**config.mk**
```make
export PLATFORM = sky130hd
export DESIGN_NAME = banked_gpio
export DESIGN_NICKNAME = d
export VERILOG_FILES = /design/src/rtl/gpio_bank_pkg.sv /design/src/rtl/gpio_sync.sv /design/src/rtl/gpio_trig.sv /design/src/rtl/gpio_bank.sv /design/src/rtl/banked_gpio.sv
export SDC_FILE = /design/constraint.sdc
export NUM_CORES = 1
export LEC_CHECK = 0
export ABC_AREA = 0
export BUFFER_PORTS_ARGS = -buffer_cell sky130_fd_sc_hd__buf_4
export CAP_MARGIN = 25
export CORE_MARGIN = 2
export CORE_UTILIZATION = 50
export DETAILED_ROUTE_END_ITERATION = 10
export PLACE_DENSITY = 0.72
export SYNTH_ARGS = -nofsm -noshare
export SYNTH_HDL_FRONTEND = slang
export SYNTH_SLANG_ARGS = --single-unit
```
**constraint.sdc**
```tcl
create_clock -name clk -period 1.55 [get_ports clk]
set_input_delay 0.155 -clock clk [delete_from_list [all_inputs] [get_ports clk]]
set_output_delay 0.155 -clock clk [all_outputs]
set_load 0.005 [all_outputs]
```
**src/rtl/gpio_bank_pkg.sv**
```systemverilog
package gpio_bank_pkg;
   localparam int unsigned WORD_W    = 32;
   localparam int unsigned REG_SEL_W = 3;

   typedef enum logic [REG_SEL_W-1:0] {
      RS_OPEN_DRAIN = 3'd0,
      RS_DATA       = 3'd1,
      RS_DIR        = 3'd2,
      RS_POL        = 3'd3,
      RS_BOTH       = 3'd4,
      RS_IRQ_EN     = 3'd5,
      RS_LEVEL      = 3'd6,
      RS_STATUS     = 3'd7
   } reg_sel_e;

   function automatic logic [WORD_W-1:0] width_mask(input int pins);
      logic [WORD_W-1:0] m;
      for (int i = 0; i < WORD_W; i++) m[i] = (i < pins);
      return m;
   endfunction
endpackage

```
**src/rtl/gpio_sync.sv**
```systemverilog
module gpio_sync #(
   parameter int W = 32
) (
   input  logic         clk,
   input  logic         rst_n,
   input  logic [W-1:0] d,
   output logic [W-1:0] q
);
   logic [W-1:0] meta_q;

   always_ff @(posedge clk or negedge rst_n) begin
      if (!rst_n) begin
         meta_q <= '0;
         q      <= '0;
      end else begin
         meta_q <= d;
         q      <= meta_q;
      end
   end
endmodule

```
**src/rtl/gpio_trig.sv**
```systemverilog
module gpio_trig #(
   parameter int W = 32
) (
   input  logic [W-1:0] cur,
   input  logic [W-1:0] prev,
   input  logic [W-1:0] pol,
   input  logic [W-1:0] both,
   input  logic [W-1:0] lvl,
   output logic [W-1:0] hit
);
   logic [W-1:0] rise, fall, edge_hit, level_hit;

   always_comb begin
      rise      = cur & ~prev;
      fall      = ~cur & prev;
      edge_hit  = (both & (rise | fall)) | (~both & ((pol & rise) | (~pol & fall)));
      level_hit = cur ^ pol;
      hit       = (lvl & level_hit) | (~lvl & edge_hit);
   end
endmodule

```
**src/rtl/gpio_bank.sv**
```systemverilog
module gpio_bank
   import gpio_bank_pkg::*;
#(
   parameter int PINS = 32
) (
   input  logic                 clk,
   input  logic                 rst_n,
   input  logic                 wr_en,
   input  logic [REG_SEL_W-1:0] reg_sel,
   input  logic [WORD_W-1:0]    wdata,
   output logic [WORD_W-1:0]    rdata,
   input  logic [WORD_W-1:0]    pad_in,
   output logic [WORD_W-1:0]    pad_out,
   output logic [WORD_W-1:0]    pad_oe,
   output logic                 pend_any
);
   localparam logic [WORD_W-1:0] VALID = width_mask(PINS);

   generate
      if (PINS < 1 || PINS > 32) begin : g_bad_pins
         $error("gpio_bank: PINS must be within 1..32");
      end
   endgenerate

   logic [WORD_W-1:0] od_q, out_q, dir_q, pol_q, both_q, en_q, lvl_q, stat_q;
   logic [WORD_W-1:0] cur, prev_q, hit, clr, wmask;

   gpio_sync #(.W(WORD_W)) u_sync (.clk(clk), .rst_n(rst_n), .d(pad_in), .q(cur));

   gpio_trig #(.W(WORD_W)) u_trig (
      .cur(cur), .prev(prev_q), .pol(pol_q), .both(both_q), .lvl(lvl_q), .hit(hit)
   );

   assign wmask = wdata & VALID;
   assign clr   = (wr_en && reg_sel == RS_STATUS) ? wdata : '0;

   always_ff @(posedge clk or negedge rst_n) begin
      if (!rst_n) begin
         od_q   <= '0;
         out_q  <= '0;
         dir_q  <= VALID;
         pol_q  <= '0;
         both_q <= '0;
         en_q   <= '0;
         lvl_q  <= '0;
         stat_q <= '0;
         prev_q <= '0;
      end else begin
         prev_q <= cur;
         stat_q <= ((stat_q & ~clr) | hit) & VALID;
         if (wr_en) begin
            case (reg_sel_e'(reg_sel))
               RS_OPEN_DRAIN: od_q   <= wmask;
               RS_DATA:       out_q  <= wmask;
               RS_DIR:        dir_q  <= wmask;
               RS_POL:        pol_q  <= wmask;
               RS_BOTH:       both_q <= wmask;
               RS_IRQ_EN:     en_q   <= wmask;
               RS_LEVEL:      lvl_q  <= wmask;
               default: ;
            endcase
         end
      end
   end

   always_comb begin
      case (reg_sel_e'(reg_sel))
         RS_OPEN_DRAIN: rdata = od_q;
         RS_DATA:       rdata = ((dir_q & cur) | (~dir_q & out_q)) & VALID;
         RS_DIR:        rdata = dir_q;
         RS_POL:        rdata = pol_q;
         RS_BOTH:       rdata = both_q;
         RS_IRQ_EN:     rdata = en_q;
         RS_LEVEL:      rdata = lvl_q;
         default:       rdata = stat_q;
      endcase
   end

   assign pad_oe   = ~dir_q & ~(od_q & out_q) & VALID;
   assign pad_out  = out_q & ~od_q & VALID;
   assign pend_any = |(stat_q & en_q);

   // a one written to status clears the bit unless a trigger hit it in that cycle
   assert_w1c_R10: assert property (@(posedge clk) disable iff (!rst_n)
      (wr_en && reg_sel == RS_STATUS) |=> ((stat_q & $past(wdata & ~hit)) == '0));
   // status bits never drop without a clearing write
   assert_sticky_R10: assert property (@(posedge clk) disable iff (!rst_n)
      1'b1 |=> (($past(stat_q & ~clr) & ~stat_q) == '0));
   // a trigger hit on a valid pin always leaves its status bit set
   assert_hit_sets_R9: assert property (@(posedge clk) disable iff (!rst_n)
      1'b1 |=> (($past(hit & VALID) & ~stat_q) == '0));
   // a pin configured as input never drives its pad
   assert_input_quiet_R3: assert property (@(posedge clk) disable iff (!rst_n)
      (pad_oe & dir_q) == '0);
   // bits above the width neither drive nor hold status
   assert_width_R12: assert property (@(posedge clk) disable iff (!rst_n)
      ((pad_oe | stat_q | pad_out) & ~VALID) == '0);
endmodule

```
**src/rtl/banked_gpio.sv**
```systemverilog
module banked_gpio
   import gpio_bank_pkg::*;
#(
   parameter  int NBANK          = 2,
   parameter  int PINS_PER_BANK  = 32,
   parameter  int LAST_BANK_PINS = 20,
   localparam int BSEL_W         = (NBANK > 1) ? $clog2(NBANK) : 1,
   localparam int WA_W           = BSEL_W + REG_SEL_W
) (
   input  logic                    clk,
   input  logic                    rst_n,
   input  logic                    bus_sel,
   input  logic                    bus_wr,
   input  logic [WA_W-1:0]         bus_word,
   input  logic [31:0]             bus_wdata,
   output logic [31:0]             bus_rdata,
   input  logic [NBANK*32-1:0]     pad_in,
   output logic [NBANK*32-1:0]     pad_out,
   output logic [NBANK*32-1:0]     pad_oe,
   output logic                    irq
);
   generate
      if (NBANK < 1) begin : g_bad_nbank
         $error("banked_gpio: NBANK must be at least 1");
      end
      if (PINS_PER_BANK < 1 || PINS_PER_BANK > 32 ||
          LAST_BANK_PINS < 1 || LAST_BANK_PINS > 32) begin : g_bad_width
         $error("banked_gpio: bank widths must be within 1..32");
      end
   endgenerate

   logic [BSEL_W-1:0]    bank_idx;
   logic [REG_SEL_W-1:0] reg_sel;
   logic [31:0]          bank_rd [NBANK];
   logic [NBANK-1:0]     bank_pend;

   assign bank_idx = bus_word[WA_W-1:REG_SEL_W];
   assign reg_sel  = bus_word[REG_SEL_W-1:0];

   for (genvar b = 0; b < NBANK; b++) begin : g_bank
      localparam int PINS = (b == NBANK - 1) ? LAST_BANK_PINS : PINS_PER_BANK;
      logic sel_here;
      assign sel_here = bus_sel && bus_wr && (int'(bank_idx) == b);

      gpio_bank #(.PINS(PINS)) u_bank (
         .clk     (clk),
         .rst_n   (rst_n),
         .wr_en   (sel_here),
         .reg_sel (reg_sel),
         .wdata   (bus_wdata),
         .rdata   (bank_rd[b]),
         .pad_in  (pad_in[b*32 +: 32]),
         .pad_out (pad_out[b*32 +: 32]),
         .pad_oe  (pad_oe[b*32 +: 32]),
         .pend_any(bank_pend[b])
      );
   end

   always_comb begin
      bus_rdata = '0;
      for (int b = 0; b < NBANK; b++) begin
         if (int'(bank_idx) == b) bus_rdata = bank_rd[b];
      end
   end

   assign irq = |bank_pend;

   // the shared line is low during the first cycle out of reset
   assert_irq_reset_R2: assert property (@(posedge clk) disable iff (!rst_n)
      $rose(rst_n) |-> !irq);
endmodule

```
# Yosys cells after proc, flatten, opt, wreduce, memory -nomap -nowiden
# Index checks and enable logic that the tools add are counted.
[totals] register_bits=572 input_bits=104 word_cells=118
[op_classes] eq_ne=7 n_mux=5 bitwise=63 n_reduce_logical=21
[ops] op="$and A32 B32 Y32" n=15
[ops] op="$and A20 B20 Y20" n=15
[ops] op="$not A32 Y32" n=9
[ops] op="$pmux W32 S7" n=1
[ops] op="$or A32 B32 Y32" n=6
[ops] op="$not A20 Y20" n=9
[ops] op="$pmux W20 S7" n=1
[ops] op="$or A20 B20 Y20" n=6
[ops] op="$mux W32" n=2
[ops] op="$reduce_or A64 Y1" n=1
[ops] op="$xor A32 B32 Y32" n=1
[ops] op="$reduce_and A2 Y1" n=14
[ops] op="$mux W20" n=1
[ops] op="$xor A20 B20 Y20" n=1
[ops] op="$eq A3 B3 Y1 const B" n=4
[ops] op="$eq A3 B2 Y1 const B" n=2
[ops] op="$logic_and A1 B1 Y1" n=5
[ops] op="$eq A3 B1 Y1 const B" n=1
[ops] op="$logic_not A3 Y1" n=1
[ops] op="$not A1 Y1" n=1

# Logic depth before layout (Yosys ltp)
[depth] depth_word=9 mapped_depth=9

# Modules after synthesis
# A second synthesis with hierarchy kept.
[unflattened] cells_unflattened=2458 hier_area_um2=30634.4
[by_module_without_submodules] module="gpio_bank (g_bank[0].u_bank)" n_inst=1 cells_per_inst=986 area_each_um2=13294.0
[by_module_without_submodules] module="gpio_bank (g_bank[1].u_bank)" n_inst=1 cells_per_inst=665 area_each_um2=9100.0
[by_module_without_submodules] module="gpio_trig" n_inst=2 cells_per_inst=320 area_each_um2=2242.2
[by_module_without_submodules] module="gpio_sync" n_inst=2 cells_per_inst=64 area_each_um2=1601.5
[by_module_without_submodules] module="banked_gpio" n_inst=1 cells_per_inst=39 area_each_um2=553.0

# Worst setup path after synthesis
# No wires, ideal clock.
[synth_timing] path_type="reg-to-output" start="register g_bank[0].u_bank.dir_q[31]" end="output bus_rdata[31]" t_arrival_ns=1.435 t_required_ns=1.395 path_slack_ns=-0.040 path_stages_with_launch=5 cell_sequence="dfstp_2 > mux2_2 > mux4_2 > nor2_1 > a2111oi_0"
[synth_via] elab_chain_cells=5 word_cells_on_any_way=6 classes_between="mux (2); bitwise (4)"
[synth_lines] item="start, declared" line_no="gpio_bank.sv:25" rtl="logic [WORD_W-1:0] od_q, out_q, dir_q, pol_q, both_q, en_q, lvl_q, stat_q;"
[synth_lines] item="start signal, assigned" line_no="gpio_bank.sv:55" rtl="RS_DIR: dir_q <= wmask;"
[synth_lines] item="$not A32 Y32" line_no="gpio_bank.sv:69" rtl="RS_DATA: rdata = ((dir_q & cur) | (~dir_q & out_q)) & VALID;"
[synth_lines] item="$and A32 B32 Y32" line_no="gpio_bank.sv:69"
[synth_lines] item="$or A32 B32 Y32" line_no="gpio_bank.sv:69"
[synth_lines] item="$pmux W32 S7 (*)" line_no="gpio_bank.sv:67" rtl="case (reg_sel_e'(reg_sel))"
[synth_lines] item="$mux W32 (*)" line_no="banked_gpio.sv:62" rtl="if (int'(bank_idx) == b) bus_rdata = bank_rd[b];"
[synth_lines] item="end, declared" line_no="banked_gpio.sv:16" rtl="output logic [31:0] bus_rdata,"
# Mark *: on every way between the ends. The rest lies on a longest branch, timed or not.

# Worst setup path in the final report
# Ends and elaborated chain as after synthesis.

==> reports/metrics.cfg <==
[status]
outcome=finished, violations left
violations=negative setup slack

[clock_network]
cts-buffers-inserted=59
clock-sinks=572
cts_tree=yes
h-tree-depth=2
cts-root-buf=clkbuf_16
clock_latency_ps=640
clkTransAtPathRegs_ps=70
cts_buffer_depth=3

[critical_path]
path_max_fanout=2
path_buf_inv=1
cp-start-kind=flop
path_delay_family=multiplexers
endpoint_kind=output pin
cp.arrival_ps=2340
reg2reg_slack_ps=-50
critical_path_class=flop to output pin
required_ps=1390
path_cells=mux2_4, mux4_2, nor2_4, a2111oi_4, buf_4
cpPeakStageDelay_ps=570
cp_slowest_cell=dfstp_2

[sta]
setup_viol=95
finClkSkew_ps=14.5
tightest_slew_ps=495
rsz0062_at_grt=yes
min_period_over_period=1.61
fin_ws_ps=-942
fin_crit_ps=2490
max_freq_mhz=401
hold_viol_final=0
maxSlewViolCount=0
timing.slew.headroom=0.668

[global_routing]
groute.layer.met3.usage=0.0595
busiest_layer=met2
grt_pass1_vias=22900
overflow=0
antenna_found_initial=0
grt_max_degree=76
use_met1=0.393
grt_use_total=0.304
grt.met2_usage=0.494
grt_pass1_wl_um=134000

[placed_design]
io_buffers=228
dp_hpwl_um=59000
place_congestion=0.921
dpl_worst_slack_ps=-576

[logic_synthesis]
avgSynthCellArea_um2=12.3
netlist_top_cells_area=dfrtp_1, mux2_2, dfstp_2
async_reset_ff_frac=1.00
yosysMostFrequentCell=dfrtp_1
synth_edf_count=0
synth_top_area_share=0.467
synth_ff_type=dfrtp_1
synthCells=2261
yosysSeqAreaShare=0.516
synth_common_cells=dfrtp_1, mux2_2, a211oi_1, nor2b_1, inv_1
synth_area_leader_cell=dfrtp_1
synth-warning-count=0
netlist_area_um2=27900
yosysUniqueCellTypes=50
ys_ff_latch=572

[route]
drt-wirelength-per-cell_um=23.9
avgViaCountPerCell=5.91
initialDrtViolationCount=1816
dr.pass1.iters=5
drc_errors=0
antenna_left=0
via_count=22000
routed_wl_um=89100

[pwr]
p_per_area_nw_per_um2=1210
pwr-share-comb=0.255
power_uw=46600
p_switching_uw=13700
swShare=0.293
clkPwrFrac=0.319
seq_power_share=0.426
ir_worst_vdd_v=0.000893
leakagePower_uw=0.0172
internal_power_uw=33000

[flow_run]
max-cap-violations=0

[floorplan]
io_pins=265
dieWidth_um=240
start_util=0.506
rows=86
die_y_um=240
core_area_um2=55100
die_area_um2=57700

[finish]
drive_gt1_frac=0.505
nets=3139
diodes=0
areaGrowthSynthToFinish_pct=38.7

[min_path]
holdCritPathClass=primary input to flop

## layer usage
metal | part of all wire | vias up
met5 | 0 | -
met4 | 0.051 | 0
met3 | 0.073 | 285
met2 | 0.48 | 958
met1 | 0.40 | 11200
li1 | - | 9573
## cells by family (layout without fill, tap and decap cells)
| family | count (synthesis) | count (layout) | share of synthesized area |
|---|---|---|---|
| fa+ha+maj | 104 | 104 | 0.0467 |
| flops | 572 | 572 | 0.516 |
| buf+inv | 257 | 953 | 0.0449 |
| xor+xnor | 52 | 52 | 0.0163 |
| other cells | 1 | 24 | 0.000135 |
| simple gates | 323 | 323 | 0.0572 |
| mux | 467 | 467 | 0.198 |
| compound gates | 485 | 485 | 0.121 |
## cell type report
class / instances / area, um2
fill: 3654 / 16400
sequential: 572 / 14400
multi-input combinational: 1455 / 14000
timing repair buffer: 737 / 6870
clock buffer: 92 / 1830
tap: 748 / 936
inverter: 106 / 403
clock inverter: 18 / 203
## power groups by stage
stage                     clock, uW  combinational [uW]  sequential, uW
final                         14900               11900           19800
after global routing          15600               12700           20100
after CTS                     15000               11000           19600
after detailed placement          0                9460           19600
after global placement            0                9150           19400
after floorplan                   0                4770           19000
## final timing paths
check | from | end | cells past startpoint
min in group asynchronous | rst_n | g_bank[0].u_bank.u_sync.meta_q[7] | 3
max in group asynchronous | rst_n | g_bank[0].u_bank.od_q[6] | 4
hold / removal | pad_in[28] | g_bank[0].u_bank.u_sync.meta_q[28] | 2
setup / recovery | g_bank[0].u_bank.dir_q[31] | bus_rdata[31] | 5
setup reg to reg | g_bank[0].u_bank.u_sync.q[25] | g_bank[0].u_bank.stat_q[25] | 6
hold reg to reg | g_bank[0].u_bank.u_sync.meta_q[31] | g_bank[0].u_bank.u_sync.q[31] | 0
## sequential cells by signal, indices dropped and copies added, names as in the netlist
signal                       count
g_bank.u_bank.both_q            52
g_bank.u_bank.dir_q             52
g_bank.u_bank.en_q              52
g_bank.u_bank.lvl_q             52
g_bank.u_bank.od_q              52
g_bank.u_bank.out_q             52
g_bank.u_bank.pol_q             52
g_bank.u_bank.prev_q            52
g_bank.u_bank.stat_q            52
g_bank.u_bank.u_sync.meta_q     52
g_bank.u_bank.u_sync.q          52
## metrics by stage
stage / hold slack [ps] / TNS (ps) / utilization / std cells / cell area, um2
finish: 160 / -27460 / 0.702 / 3728 / 38700
global route: 159 / -32030 / 0.702 / 3728 / 38700
CTS: 137 / -28640 / 0.683 / 3698 / 37600
detailed placement: 84.0 / -81420 / 0.602 / 3482 / 33200
global placement: 79.0 / -70870 / 0.602 / 3482 / 33200
floorplan: -141 / -36.7 / - / 2284 / 28000
## layout by cell type, fill, tap and decap left out, types with 9 or more instances in the layout
cell type	Yosys	layout
xor2_1	52	52
mux2i_1	63	42
a221o_1	52	52
nor2b_4	0	39
ha_1	104	94
nor2_1	76	67
a21oi_1	100	42
nand2_1	101	98
a211oi_2	0	28
o22ai_2	0	12
conb_1	1	24
clkbuf_8	0	19
clkbuf_1	44	12
clkinv_2	0	10
a21oi_4	0	19
mux2i_2	0	17
dfstp_2	52	52
a21oi_2	0	39
a22oi_1	38	24
o21ai_0	77	55
a22oi_2	0	14
buf_12	0	47
o21ai_1	0	18
a31oi_1	10	10
nor2b_2	0	9
a211oi_1	109	81
inv_1	106	99
buf_6	5	141
dlygate4sd3_1	0	87
clkbuf_16	0	61
buf_4	49	462
dfrtp_2	0	34
o221ai_2	0	14
nor2b_1	108	60
o221ai_1	34	16
mux2_2	368	362
mux4_2	30	30
dfrtp_1	520	486
## timing repair
item / CTS / global route
gates resized for setup: 327 / 225
hold endpoints to repair: 799 / 0
setup endpoints to repair: 124 / 161
setup buffers: 35 / 52
hold buffers: 87 / 0
pin swaps: 74 / 70
(Power assumes the default switching activity.)
